--- src/rtl/crcx_pkg.sv ---
package crcx_pkg;

    localparam int unsigned CW = 32;
    localparam int unsigned NB = CW / 8;

    localparam logic [CW-1:0] INIT_RST = 32'hFFFF_FFFF;
    localparam logic [CW-1:0] POLY_RST = 32'h04C1_1DB7;

    // word indices (byte offset / 4)
    localparam int unsigned IDX_DATA = 0;
    localparam int unsigned IDX_CTRL = 2;
    localparam int unsigned IDX_INIT = 4;
    localparam int unsigned IDX_POLY = 5;

    typedef enum logic [1:0] {
        REV_NONE = 2'b00,
        REV_BYTE = 2'b01,
        REV_HALF = 2'b10,
        REV_WORD = 2'b11
    } rev_mode_e;

    typedef struct packed {
        logic      mirror_out;
        rev_mode_e rev_in;
    } ctrl_t;

    typedef enum logic [2:0] {
        SEL_DATA,
        SEL_CTRL,
        SEL_INIT,
        SEL_POLY,
        SEL_NONE
    } reg_sel_e;

    typedef struct packed {
        logic       word_wr;
        logic       byte_wr;
        logic [1:0] lane;
    } feed_t;

    function automatic logic [7:0] flip8(input logic [7:0] v);
        logic [7:0] r;
        for (int i = 0; i < 8; i++) r[i] = v[7-i];
        return r;
    endfunction

    function automatic logic [CW-1:0] flip_word(input logic [CW-1:0] v);
        logic [CW-1:0] r;
        for (int i = 0; i < CW; i++) r[i] = v[CW-1-i];
        return r;
    endfunction

    function automatic logic [CW-1:0] flip_halves(input logic [CW-1:0] v);
        logic [CW-1:0] r;
        for (int h = 0; h < CW / 16; h++)
            for (int j = 0; j < 16; j++) r[16*h+j] = v[16*h+15-j];
        return r;
    endfunction

    function automatic logic [CW-1:0] flip_bytes(input logic [CW-1:0] v);
        logic [CW-1:0] r;
        for (int b = 0; b < NB; b++) r[8*b +: 8] = flip8(v[8*b +: 8]);
        return r;
    endfunction

    function automatic reg_sel_e decode_idx(input int unsigned idx);
        case (idx)
            IDX_DATA: return SEL_DATA;
            IDX_CTRL: return SEL_CTRL;
            IDX_INIT: return SEL_INIT;
            IDX_POLY: return SEL_POLY;
            default:  return SEL_NONE;
        endcase
    endfunction

endpackage

--- src/rtl/crcx_decode.sv ---
module crcx_decode
    import crcx_pkg::*;
#(
    parameter int unsigned AW = 5
) (
    input  logic [AW-1:0] addr,
    input  logic          wr,
    input  logic [NB-1:0] be,
    output reg_sel_e      sel,
    output feed_t         feed
);
    localparam int unsigned IW = AW - 2;

    logic [IW-1:0] idx;
    logic          full_word;
    logic          one_lane;

    assign idx       = addr[AW-1:2];
    assign full_word = &be;
    assign one_lane  = $countones(be) == 1;

    always_comb begin
        sel = decode_idx(int'(idx));
    end

    always_comb begin
        feed.lane = '0;
        for (int b = 0; b < NB; b++)
            if (be[b]) feed.lane = 2'(b);
        feed.word_wr = wr && (sel == SEL_DATA) && full_word;
        feed.byte_wr = wr && (sel == SEL_DATA) && one_lane;
    end

endmodule

--- src/rtl/crcx_infmt.sv ---
module crcx_infmt
    import crcx_pkg::*;
(
    input  rev_mode_e     mode,
    input  logic [CW-1:0] wdata,
    input  logic [1:0]    lane,
    output logic [CW-1:0] word_out,
    output logic [7:0]    byte_out
);
    logic [7:0] raw_byte;

    always_comb begin
        unique case (mode)
            REV_BYTE: word_out = flip_bytes(wdata);
            REV_HALF: word_out = flip_halves(wdata);
            REV_WORD: word_out = flip_word(wdata);
            default:  word_out = wdata;
        endcase
    end

    assign raw_byte = wdata[8*lane +: 8];
    assign byte_out = (mode == REV_NONE) ? raw_byte : flip8(raw_byte);

endmodule

--- src/rtl/crcx_step.sv ---
module crcx_step
    import crcx_pkg::*;
#(
    parameter int unsigned DW = 32
) (
    input  logic [CW-1:0] crc_in,
    input  logic [CW-1:0] poly,
    input  logic [DW-1:0] din,
    output logic [CW-1:0] crc_out
);
    localparam int unsigned SHIFT = CW - DW;

    logic [CW-1:0] aligned;

    assign aligned = CW'(din) << SHIFT;

    always_comb begin
        logic [CW-1:0] c;
        c = crc_in ^ aligned;
        for (int i = 0; i < DW; i++)
            c = c[CW-1] ? ((c << 1) ^ poly) : (c << 1);
        crc_out = c;
    end

endmodule

--- src/rtl/crcx_cfg.sv ---
module crcx_cfg
    import crcx_pkg::*;
(
    input  logic          clk,
    input  logic          rst,
    input  reg_sel_e      sel,
    input  logic          wr,
    input  logic [NB-1:0] be,
    input  logic [CW-1:0] wdata,
    output ctrl_t         ctrl_q,
    output logic [CW-1:0] init_q,
    output logic [CW-1:0] poly_q,
    output logic          reload
);
    assign reload = wr && (sel == SEL_CTRL) && be[0] && wdata[0];

    always_ff @(posedge clk) begin
        if (rst) begin
            ctrl_q <= '0;
        end else if (wr && (sel == SEL_CTRL) && be[0]) begin
            ctrl_q.mirror_out <= wdata[7];
            ctrl_q.rev_in     <= rev_mode_e'(wdata[6:5]);
        end
    end

    for (genvar b = 0; b < NB; b++) begin : g_lane
        always_ff @(posedge clk) begin
            if (rst) begin
                init_q[8*b +: 8] <= INIT_RST[8*b +: 8];
                poly_q[8*b +: 8] <= POLY_RST[8*b +: 8];
            end else if (wr && be[b]) begin
                if (sel == SEL_INIT) init_q[8*b +: 8] <= wdata[8*b +: 8];
                if (sel == SEL_POLY) poly_q[8*b +: 8] <= wdata[8*b +: 8];
            end
        end
    end

endmodule

--- src/rtl/crcx_unit.sv ---
module crcx_unit
    import crcx_pkg::*;
#(
    parameter int unsigned AW = 5
) (
    input  logic          clk,
    input  logic          rst,
    input  logic [AW-1:0] bus_addr,
    input  logic [31:0]   bus_wdata,
    input  logic [3:0]    bus_be,
    input  logic          bus_wr,
    input  logic          bus_rd,
    output logic [31:0]   bus_rdata
);
    reg_sel_e      sel;
    feed_t         feed;
    ctrl_t         ctrl_q;
    logic [CW-1:0] init_q;
    logic [CW-1:0] poly_q;
    logic          reload;
    logic [CW-1:0] crc_q;
    logic [CW-1:0] fmt_word;
    logic [7:0]    fmt_byte;
    logic [CW-1:0] crc_after_word;
    logic [CW-1:0] crc_after_byte;

    crcx_decode #(.AW(AW)) u_decode (
        .addr (bus_addr),
        .wr   (bus_wr),
        .be   (bus_be),
        .sel  (sel),
        .feed (feed)
    );

    crcx_cfg u_cfg (
        .clk    (clk),
        .rst    (rst),
        .sel    (sel),
        .wr     (bus_wr),
        .be     (bus_be),
        .wdata  (bus_wdata),
        .ctrl_q (ctrl_q),
        .init_q (init_q),
        .poly_q (poly_q),
        .reload (reload)
    );

    crcx_infmt u_infmt (
        .mode     (ctrl_q.rev_in),
        .wdata    (bus_wdata),
        .lane     (feed.lane),
        .word_out (fmt_word),
        .byte_out (fmt_byte)
    );

    crcx_step #(.DW(CW)) u_step_word (
        .crc_in  (crc_q),
        .poly    (poly_q),
        .din     (fmt_word),
        .crc_out (crc_after_word)
    );

    crcx_step #(.DW(8)) u_step_byte (
        .crc_in  (crc_q),
        .poly    (poly_q),
        .din     (fmt_byte),
        .crc_out (crc_after_byte)
    );

    always_ff @(posedge clk) begin
        if (rst)               crc_q <= INIT_RST;
        else if (reload)       crc_q <= init_q;
        else if (feed.word_wr) crc_q <= crc_after_word;
        else if (feed.byte_wr) crc_q <= crc_after_byte;
    end

    always_comb begin
        bus_rdata = '0;
        if (bus_rd) begin
            case (sel)
                SEL_DATA: bus_rdata = ctrl_q.mirror_out ? flip_word(crc_q) : crc_q;
                SEL_CTRL: bus_rdata = {24'd0, ctrl_q.mirror_out, ctrl_q.rev_in, 5'd0};
                SEL_INIT: bus_rdata = init_q;
                SEL_POLY: bus_rdata = poly_q;
                default:  bus_rdata = '0;
            endcase
        end
    end

endmodule

--- config.mk ---
export PLATFORM = sky130hd
export DESIGN_NAME = crcx_unit
export DESIGN_NICKNAME = d
export VERILOG_FILES = /design/src/rtl/crcx_pkg.sv /design/src/rtl/crcx_decode.sv /design/src/rtl/crcx_infmt.sv /design/src/rtl/crcx_step.sv /design/src/rtl/crcx_cfg.sv /design/src/rtl/crcx_unit.sv
export SDC_FILE = /design/constraint.sdc
export NUM_CORES = 2
export LEC_CHECK = 0
export ABC_AREA = 1
export BUFFER_PORTS_ARGS = -buffer_cell sky130_fd_sc_hd__buf_4
export CAP_MARGIN = 20
export CORE_ASPECT_RATIO = 0.9
export CORE_UTILIZATION = 60
export DETAILED_ROUTE_END_ITERATION = 16
export PLACE_DENSITY = 0.79
export REMOVE_ABC_BUFFERS = 1
export SYNTH_ARGS = -nofsm -noshare
export SYNTH_HDL_FRONTEND = slang
export SYNTH_HIERARCHICAL = 1
export SYNTH_SLANG_ARGS = --single-unit
--- constraint.sdc ---
create_clock -name clk -period 10.5 [get_ports clk]
set_input_delay 2.1 -clock clk [delete_from_list [all_inputs] [get_ports clk]]
set_output_delay 2.1 -clock clk [all_outputs]
set_load 0.01 [all_outputs]
==> metrics <==
cts bufs inserted 9; Initial DRC Count 4939; reg2reg path depth 98; Data required, critical path 10750 ps; final-report hold violation count 0; final cycle utilization of the critical path 1.17; failing checks setup timing; Avg Cell Area, Syn 5.54 sq um; max-cap viol count 0; Worst path slowest cell xor2_2; Clock transition at path regs 90 ps; # IOs 77; Post-synth EDFFs 0; Tmin final 12300 ps; global-route wire length before repair 166000 um; reg2reg end crc_q[4]; crit path from bus_wdata[16]; DR vias 35211; H-tree depth 3; end-of-flow core utilization 0.691; Final Skew 14.1 ps; hold path startpoint u_cfg/init_q[27]; Arr. time, crit path 12550 ps; Max-slew headroom 0.159; Routed WL 112000 um; CORE AREA 49000 sq um; Slew @ Worst Pin 1260 ps; Routed Antenna Nets 0; setup violators final 32; slowest stage delay, CP 220 ps; clk sinks 99; Fin Setup TNS -55600 ps; CP max FO 7; drt wl/cell 18.5 um; Clk Latency, worst-skew pair 370 ps; Syn. warnings 6; initial core utilization 0.607; synthesized cell area 29800 sq um; IO Port Bufs 74; unrepaired setup endpoints after global routing true; HPWL Detailed 75000 um; register area share after synthesis 0.0666; CTS tree yes; Worst Setup End Kind flip-flop; Hold WC Path Type reg2reg; Vias per Instance 5.81; DRC 0; largest net degree at the start of global routing 78; Yosys reg bits 99; vias in the first global route 29621; initial antenna violation count 3; # hold bufs at CTS 0; Async SR Flop Fraction 0; Critical Path Source Type primary input; share of layout cells above drive strength 1 0.173; Total GRT Usage 0.417; die extent in x 237 um; area delta synth->final 13.8%; Overflow after GRT 0; reg-to-reg setup timing slack -750 ps; Max Slew Vio Count 0; root buf cell clkbuf_16; critical path capture point crc_q[4]; Die H 213 um; final setup margin -1800 ps; reg2reg start u_cfg/ctrl_q[1]; die area 50500 sq um; FP Rows 77; f_max 81.3 MHz; drt pass-1 iters 10; outcome finished with violations; Cell variety after synth 40; most frequent CP cell nand2_4; Primary FF master, synth dfxtp_1; Filler cells 4315; Mapped Cells 5374; placer congestion estimate 0.999; Worst Path Class, Setup in2reg; worst slack at placement -1930 ps; clk buf depth 2; final-stage net count 5466
per-stage QoR:
stage / instance area, sq um / hold WS (ps) / std cells
2_1_floorplan: 27300 / 451 / 4990
3_3_place_gp: 30900 / 472 / 5973
3_5_place_dp: 30900 / 476 / 5973
4_1_cts: 32200 / 493 / 6019
5_1_grt: 33900 / 507 / 6054
6_report: 33900 / 497 / 6056
cells in the mapped netlist, types with 2 or more instances:
cell type,n,area share
nand3_4,8,0.0047
clkinv_1,10,0.0013
inv_1,468,0.059
nor2_4,13,0.0049
xor2_2,2,0.0011
nand2_1,1763,0.22
o21ai_0,70,0.012
nand2_4,21,0.0079
o211ai_1,33,0.0083
or2_2,4,0.00084
xor2_1,264,0.078
inv_2,33,0.0042
buf_6,77,0.029
nand3_2,40,0.013
clkbuf_8,8,0.0037
nand2b_1,2,0.00042
xnor2_2,3,0.0016
nand4_1,105,0.022
nor2_2,21,0.0044
clkbuf_1,121,0.015
buf_4,59,0.015
a21o_1,2,0.00050
clkbuf_4,2,0.00050
a21oi_1,26,0.0044
nand2_2,59,0.012
dfxtp_1,99,0.067
ha_1,3,0.0013
o21bai_1,3,0.00076
o21ai_1,16,0.0027
nand3_1,675,0.11
buf_1,26,0.0033
xnor2_1,657,0.19
nor2_1,586,0.074
buf_2,88,0.015
buf_8,2,0.0010
cells in the final DEF (no fill, tap or decap), types with 17 or more instances in the layout:
cell type / netlist / final
nand2_1: 1763 / 1660
xnor2_1: 657 / 645
nand3_1: 675 / 599
nor2_1: 586 / 536
inv_1: 468 / 446
buf_4: 59 / 347
xor2_1: 264 / 251
nand2_2: 59 / 114
nand4_1: 105 / 105
dfxtp_1: 99 / 81
nand3_2: 40 / 70
o21ai_0: 70 / 64
nand2_4: 21 / 60
inv_2: 33 / 54
nand3_4: 8 / 54
nor2_2: 21 / 53
buf_6: 77 / 43
o211ai_1: 33 / 33
nor2_4: 13 / 31
a21oi_1: 26 / 26
o21ai_1: 16 / 19
dfxtp_2: 0 / 17
metal layers:
metal  track usage  wire (um)  vias to the layer above
met5             0         26                        -
met4         0.213       6530                        4
met3         0.122      17100                      454
met2         0.619      46400                     2362
met1         0.544      42000                    15867
li1              -          -                    16524
what timing repair did:
action | 4_1_cts | 5_1_grt
hold endpoints to repair | 0 | 0
endpoints found under the setup margin | 32 | 32
pin swaps | 59 | 159
cloned | 5 | 6
gates resized for setup | 170 | 301
buffers inserted | 27 | 27
how the worst min path moves through the flow:
stage,to,slack [ps],depth (start not counted)
finish,u_cfg/init_q[27],500,2
global route,u_cfg/init_q[23],510,2
CTS,u_cfg/init_q[23],490,2
detailed placement,u_cfg/init_q[23],480,2
global placement,u_cfg/init_q[28],470,2
floorplan,u_cfg/init_q[30],450,2
cells by family (layout without fill, tap and decap cells):
logic type,Yosys count,in the layout,synth area share
simple gates,3298,3301,0.481
xor+xnor,926,926,0.274
buf+inv,897,942,0.148
compound gates,150,150,0.0284
flops,99,99,0.0666
fa+ha+maj,4,4,0.00193
other cells,0,2,0
flip-flops by register name (all words and copies together) (netlist names):
name / count
crc_q: 32
u_cfg/init_q: 32
u_cfg/ctrl_q: 3
u_cfg/poly_q: 32
critical path: cells and delay by family:
family                 cells  cell delay, ps
AND/OR/NAND/NOR           78            8320
buffers and inverters     16            1470
XOR/XNOR                   2             430
AO/OA/AOI/OAI              1             190
final cells by class:
type	count	area (sq um)	share of cell area
inverters	513	1940	0.0573
clock inverters	7	95.1	0.00281
flip-flops and latches	99	2010	0.0593
multi-input cells	4381	25200	0.745
diodes	2	5.00	0.000148
repair buffers	413	3580	0.106
clock buffers	9	225	0.00665
well taps	632	791	0.0233
Power is not shown: default switching activity piles up to over one toggle a cycle in this logic, so the estimate is an artifact.
